==> config.mk <==
export PLATFORM = sky130hd
export DESIGN_NAME = wr_status_rdmux
export DESIGN_NICKNAME = d
export VERILOG_FILES = /design/src/rtl/wcs_pkg.sv /design/src/rtl/wcs_rd_decode.sv /design/src/rtl/wcs_toggle.sv /design/src/rtl/wcs_status_mux.sv /design/src/rtl/wr_status_rdmux.sv
export SDC_FILE = /design/constraint.sdc
export NUM_CORES = 1
export LEC_CHECK = 0
export CELL_PAD_IN_SITES_DETAIL_PLACEMENT = 0
export CELL_PAD_IN_SITES_GLOBAL_PLACEMENT = 1
export CORE_MARGIN = 3
export CORE_UTILIZATION = 15
export CTS_CLUSTER_DIAMETER = 60
export CTS_CLUSTER_SIZE = 14
export DETAILED_ROUTE_END_ITERATION = 6
export HOLD_SLACK_MARGIN = 0.02
export PLACE_DENSITY = 0.77
export SLEW_MARGIN = 30
export SYNTH_ARGS = -nofsm -noshare
export SYNTH_HDL_FRONTEND = slang
export SYNTH_SLANG_ARGS = --single-unit
==> constraint.sdc <==
create_clock -name clk -period 1.5 [get_ports clk]
set_clock_uncertainty 0.1 [all_clocks]
set_input_delay 0.15 -clock clk [delete_from_list [all_inputs] [get_ports clk]]
set_output_delay 0.15 -clock clk [all_outputs]
set_load 0.05 [all_outputs]
==> src/rtl/wcs_pkg.sv <==
package wcs_pkg;
   typedef enum logic {
      FILL_LAST  = 1'b0,
      FILL_ARRAY = 1'b1
   } fill_e;

   typedef struct packed {
      logic rd_act;
      logic rd_start;
   } rd_state_t;
endpackage

==> src/rtl/wcs_rd_decode.sv <==
module wcs_rd_decode (
   input  logic                clk,
   input  logic                rst_n,
   input  logic                ce_n,
   input  logic                oe_n,
   input  logic                we_n,
   output wcs_pkg::rd_state_t  rd_o
);
   logic rd_now;
   logic rd_q;

   assign rd_now = ~ce_n & ~oe_n & we_n;

   always_ff @(posedge clk or negedge rst_n) begin
      if (!rst_n) rd_q <= 1'b0;
      else        rd_q <= rd_now;
   end

   always_comb begin
      rd_o.rd_act   = rd_now;
      rd_o.rd_start = rd_now & ~rd_q;
   end
endmodule

==> src/rtl/wcs_toggle.sv <==
module wcs_toggle (
   input  logic clk,
   input  logic rst_n,
   input  logic busy,
   input  logic start,
   output logic bit_o
);
   logic tog_q;

   always_ff @(posedge clk or negedge rst_n) begin
      if (!rst_n)      tog_q <= 1'b0;
      else if (!busy)  tog_q <= 1'b0;
      else if (start)  tog_q <= ~tog_q;
   end

   assign bit_o = tog_q ^ start;
endmodule

==> src/rtl/wcs_status_mux.sv <==
module wcs_status_mux #(
   parameter int             DATA_W    = 8,
   parameter int             INV_BIT   = 7,
   parameter int             TGL_BIT   = 6,
   parameter wcs_pkg::fill_e FILL_MODE = wcs_pkg::FILL_LAST
) (
   input  logic              en,
   input  logic              busy,
   input  logic              tgl_bit,
   input  logic [DATA_W-1:0] last_wr_data,
   input  logic [DATA_W-1:0] arr_rd_data,
   output logic [DATA_W-1:0] dq_out
);
   logic [DATA_W-1:0] fill_src;
   logic [DATA_W-1:0] status;
   logic [DATA_W-1:0] sel;

   generate
      if (FILL_MODE == wcs_pkg::FILL_LAST) begin : g_fill_last
         assign fill_src = last_wr_data;
      end else begin : g_fill_arr
         assign fill_src = arr_rd_data;
      end

      for (genvar i = 0; i < DATA_W; i++) begin : g_bit
         if (i == INV_BIT) begin : g_inv
            assign status[i] = ~last_wr_data[i];
         end else if (i == TGL_BIT) begin : g_tgl
            assign status[i] = tgl_bit;
         end else begin : g_fill
            assign status[i] = fill_src[i];
         end
      end
   endgenerate

   assign sel    = busy ? status : arr_rd_data;
   assign dq_out = en ? sel : '0;
endmodule

==> src/rtl/wr_status_rdmux.sv <==
module wr_status_rdmux #(
   parameter int             DATA_W    = 8,
   parameter int             INV_BIT   = 7,
   parameter int             TGL_BIT   = 6,
   parameter wcs_pkg::fill_e FILL_MODE = wcs_pkg::FILL_LAST
) (
   input  logic              clk,
   input  logic              rst_n,
   input  logic              ce_n,
   input  logic              oe_n,
   input  logic              we_n,
   input  logic              busy,
   input  logic [DATA_W-1:0] last_wr_data,
   input  logic [DATA_W-1:0] arr_rd_data,
   output logic [DATA_W-1:0] dq_out,
   output logic              dq_oe
);
   localparam int MIN_W = 2;

   generate
      if (DATA_W < MIN_W) begin : g_bad_w
         $error("DATA_W must be at least 2");
      end
      if (INV_BIT < 0 || INV_BIT >= DATA_W) begin : g_bad_inv
         $error("INV_BIT out of range");
      end
      if (TGL_BIT < 0 || TGL_BIT >= DATA_W) begin : g_bad_tgl
         $error("TGL_BIT out of range");
      end
      if (INV_BIT == TGL_BIT) begin : g_bad_same
         $error("INV_BIT and TGL_BIT must differ");
      end
   endgenerate

   wcs_pkg::rd_state_t rd;
   logic               tgl_bit;

   wcs_rd_decode u_dec (
      .clk  (clk),
      .rst_n(rst_n),
      .ce_n (ce_n),
      .oe_n (oe_n),
      .we_n (we_n),
      .rd_o (rd)
   );

   wcs_toggle u_tgl (
      .clk  (clk),
      .rst_n(rst_n),
      .busy (busy),
      .start(rd.rd_start),
      .bit_o(tgl_bit)
   );

   wcs_status_mux #(
      .DATA_W   (DATA_W),
      .INV_BIT  (INV_BIT),
      .TGL_BIT  (TGL_BIT),
      .FILL_MODE(FILL_MODE)
   ) u_mux (
      .en          (rd.rd_act),
      .busy        (busy),
      .tgl_bit     (tgl_bit),
      .last_wr_data(last_wr_data),
      .arr_rd_data (arr_rd_data),
      .dq_out      (dq_out)
   );

   assign dq_oe = rd.rd_act;
endmodule

# [Yosys cells after proc, flatten, opt, wreduce, memory -nomap -nowiden]
# Cells that the tools add are included.
[classes] n_addsub=0 n_mul=0 n_div=0 magnitude_cmp=0 eq_ne=1 shifts=0 mux=4 n_bitwise=9 reduce_logical=0
[ops] operator="$mux W8" count=2
[ops] operator="$not A1 Y1" count=5
[ops] operator="$and A1 B1 Y1" count=3
[ops] operator="$mux W1" count=2
[ops] operator="$ne A2 B1 Y1 const B" count=1
[ops] operator="$xor A1 B1 Y1" count=1
[word_totals] register_bits=2 latchBits=0 ram_bits=0 romBits=0 inputBits=22 out_inout_bits=9 word_cells=16 n_memories=0

# [Depth between registers and ports, before layout]
[depth] depth_word=7 depth_mapped=3 ltp_nobuf=2

# [By module]
# From an unflattened synthesis, not the netlist that was laid out.
[hier_totals] hier_cells=24 hier_area_um2=234.0
[modules_own_cells] mod="wcs_status_mux" n_inst=1 cells_per_inst=17 area_per_inst_um2=138.9 seq_area_each_um2=0.0
[modules_own_cells] mod="wcs_rd_decode" n_inst=1 cells_per_inst=4 area_per_inst_um2=55.1 seq_area_each_um2=25.0
[modules_own_cells] mod="wcs_toggle" n_inst=1 cells_per_inst=3 area_per_inst_um2=40.0 seq_area_each_um2=25.0

# [Least setup slack after synthesis]
# OpenSTA, ideal clock, no wires.
[synth_timing] kind="input-to-output" from="input oe_n" to="output dq_out[7]" arrival_ps=1383 required_ps=1250 slack_ps=-133 stages=3 n_path_buf=1 cell_sequence="or3b_1 > buf_6 > a211oi_2"
[synth_between] elab_chain_cells=4
[synth_lines] element="start, declared" line="wr_status_rdmux.sv:10" source="input logic oe_n,"
[synth_lines] element="$not A1 Y1" line="wcs_rd_decode.sv:12" source="assign rd_now = ~ce_n & ~oe_n & we_n;"
[synth_lines] element="$and A1 B1 Y1 (2 in series)" line="wcs_rd_decode.sv:12"
[synth_lines] element="$mux W8" line="wcs_status_mux.sv:37" source="assign dq_out = en ? sel : '0;"
[synth_lines] element="end, declared" line="wr_status_rdmux.sv:15" source="output logic [DATA_W-1:0] dq_out,"
# Every way passes these cells.

# [Worst setup path after layout]
[layout_timing] from="input arr_rd_data[6]" to="output dq_out[6]"
[layout_between] elab_chain_cells=2
[layout_lines] element="start, declared" line="wr_status_rdmux.sv:14" source="input logic [DATA_W-1:0] arr_rd_data,"
[layout_lines] element="$mux W8" line="wcs_status_mux.sv:36" source="assign sel = busy ? status : arr_rd_data;"
[layout_lines] element="$mux W8" line="wcs_status_mux.sv:37"
# Every way passes these cells.

==> results.json <==
{
  "nets": 89,
  "drcViolationCount": 0,
  "finalCriticalPeriod_ns": 1.41,
  "io_buffers": 29,
  "antenna_found_initial": 0,
  "min_path_type": "input port to register",
  "h-tree-depth": 1,
  "cts_buffers": 3,
  "period_share": 0.937,
  "clkPwrFrac": 0.349,
  "comb_power_share": 0.483,
  "initial_core_util": 0.173,
  "via_count": 348,
  "synth.yosys.seq_area_share": 0.204,
  "hold_slack_ns": 0.238,
  "routed_wl_um": 908,
  "syn_inst": 28,
  "core_area_um2": 1420,
  "gp_congestion": 0.628,
  "dr.pass1.iters": 1,
  "arrival_ns": 1.16,
  "synth_top_cells_by_area": "mux2i_1 29%, dfrtp_1 20%, nor2_1 11%, nor4b_1 7.1%, a211oi_2 5.1%",
  "met2WireLength_um": 451,
  "cts_sinks": 2,
  "n_antenna_cell": 0,
  "p_switching_uw": 103,
  "grt_pass1_vias": 332,
  "pin_count": 31,
  "slew_headroom": 0.779,
  "tightestPinTransition_ns": 0.326,
  "antenna_left": 0,
  "wl_met1_um": 350,
  "powerDensity_nw_per_um2": 490,
  "mostFrequentLayoutCell": "clkdlybuf4s50_1",
  "dr_wl_met3_um": 106,
  "max-vdd-ir-drop_mv": 0.308,
  "grt_first_pass_wirelength_um": 1380,
  "top_layer": "met3",
  "cts_tree": "built",
  "pre_cts_ws_ns": -0.377,
  "clk_latency_ns": 0.23,
  "cap_violations": 0,
  "vias_per_cell": 4.35,
  "swShare": 0.296,
  "status": "finished, final reports clean",
  "final_layout_size_suffix_gt1_frac": 0.415,
  "ys_ff_latch": 2,
  "yosysWarnings": 0,
  "worstSetupEndpointType": "primary output",
  "report.final.slew_viol_count": 0,
  "final-hold-violation-count": 0,
  "rsz0062_at_grt": "false",
  "wl_per_cell_um": 11.4,
  "synth.net_count": 50,
  "critPathRequiredTime_ns": 1.25,
  "final_cell_mix": "16 x clkdlybuf4s50_1, 9 x buf_12, 7 x mux2i_1",
  "overflow": 0,
  "die-width_um": 46.4,
  "worstSetupPathType": "input port to primary output",
  "clk_pin_slew_ns": 0.03,
  "dr.first_iter.drc_count": 0,
  "cellInternalPower_uw": 246,
  "grt_start_max_net_pins": 9,
  "avgSynthCellArea_um2": 8.76,
  "area_delta_synth_final_pct": 190,
  "die_h_um": 46.4,
  "seqPwrFrac": 0.168,
  "root_buffer": "clkbuf_4",
  "syn_area_um2": 245,
  "synth_top_area_cell": "mux2i_1",
  "clockBufferDepth": 2,
  "worst_slack_ns": 0.0943,
  "setup_viol": 0,
  "critical_path.max_fanout": 1,
  "die-area_um2": 2160,
  "yosysUniqueCellTypes": 14,
  "synth_top_area_frac": 0.286,
  "dp_hpwl_um": 721,
  "critPathLaunchType": "input port",
  "track_usage": 0.0946,
  "max_freq_ghz": 0.711,
  "cellLeakagePower_uw": 0.000308,
  "rows": 13
}
synth_stat cells, drive strengths merged:
master,instances
or3b,1
and4bb,1
inv,1
a22o,1
a211oi,1
mux2i,7
xnor2,1
dfrtp,2
nand2b,1
nor2,7
buf,2
nand2,1
nor4b,2
stage by stage:
stage / instance area (um^2) / total power (uW) / TNS [ns] / util / std cells
2_1_floorplan: 253 / 123 / -0.508 / - / 28
3_3_place_gp: 673 / 224 / -2.57 / 0.476 / 75
3_5_place_dp: 673 / 226 / -2.69 / 0.476 / 75
4_1_cts: 717 / 359 / 0 / 0.507 / 80
5_1_grt: 712 / 385 / 0 / 0.503 / 80
6_report: 712 / 349 / 0 / 0.503 / 80
critical path: stages:
cell and delay, ns:
clkdlybuf4s50_1 0.45, nor4b_2 0.19, a22o_1 0.21, buf_12 0.14
routing by layer:
| layer | track usage | up-vias |
|---|---|---|
| met3 | 0.0391 | 0 |
| met4 | 0.0852 | 0 |
| met1 | 0.0938 | 155 |
| met2 | 0.148 | 20 |
| li1 | - | 173 |
| met5 | 0 | - |
worst paths after layout:
check,endpoint,start,slack [ns],cells past startpoint
hold / removal,u_tgl.tog_q$_DFFE_PN0P_,ce_n,0.24,4
max in group asynchronous,u_dec.rd_q$_DFF_PN0_,rst_n,0.65,2
setup / recovery,dq_out[6],arr_rd_data[6],0.09,4
min in group asynchronous,u_tgl.tog_q$_DFFE_PN0P_,rst_n,0.52,2
hold reg to reg,u_tgl.tog_q$_DFFE_PN0P_,u_tgl.tog_q$_DFFE_PN0P_,0.47,2
setup reg to reg,u_tgl.tog_q$_DFFE_PN0P_,u_dec.rd_q$_DFF_PN0_,0.40,2
power groups by stage:
| stage | clock network (uW) | registers (uW) | logic [uW] |
|---|---|---|---|
| detailed placement | 0 | 59.3 | 166 |
| finish | 122 | 58.7 | 169 |
| global route | 147 | 59.1 | 179 |
| global placement | 0 | 59.2 | 165 |
| CTS | 130 | 58.7 | 170 |
| floorplan | 0 | 59.0 | 64.1 |
logic make-up (layout without fill, tap and decap cells):
group                  after synthesis  in the layout  share of synthesized area
AND/OR/NAND/NOR                     13             13                      0.306
AO/OA/AOI/OAI                        2              2                     0.0867
multiplexers                         7              7                      0.286
flip-flops                           2              2                      0.204
buffers and inverters                3             40                     0.0816
XOR/XNOR                             1              1                     0.0357
registers in the layout, summed over array words and instances, names as in the netlist:
name / flops
u_dec.rd_q: 1
u_tgl.tog_q: 1
area by class of cell:
type                       instances  area, um^2
timing repair buffer              36         423
inverter                           1        3.75
sequential                         2        50.0
tap                               15        18.8
clock buffer                       3        22.5
fill                             131         703
multi-input combinational         23         194
timing repair:
item / 4_1_cts / 5_1_grt
endpoints found under the setup margin: 9 / 8
endpoints found under the hold margin: 2 / 0
buffers inserted: 1 / 0
hold buffers: 1 / 0
pin swaps: 2 / 3
gates resized for setup: 8 / 7
Note: power is estimated with default switching activity, not from simulation.
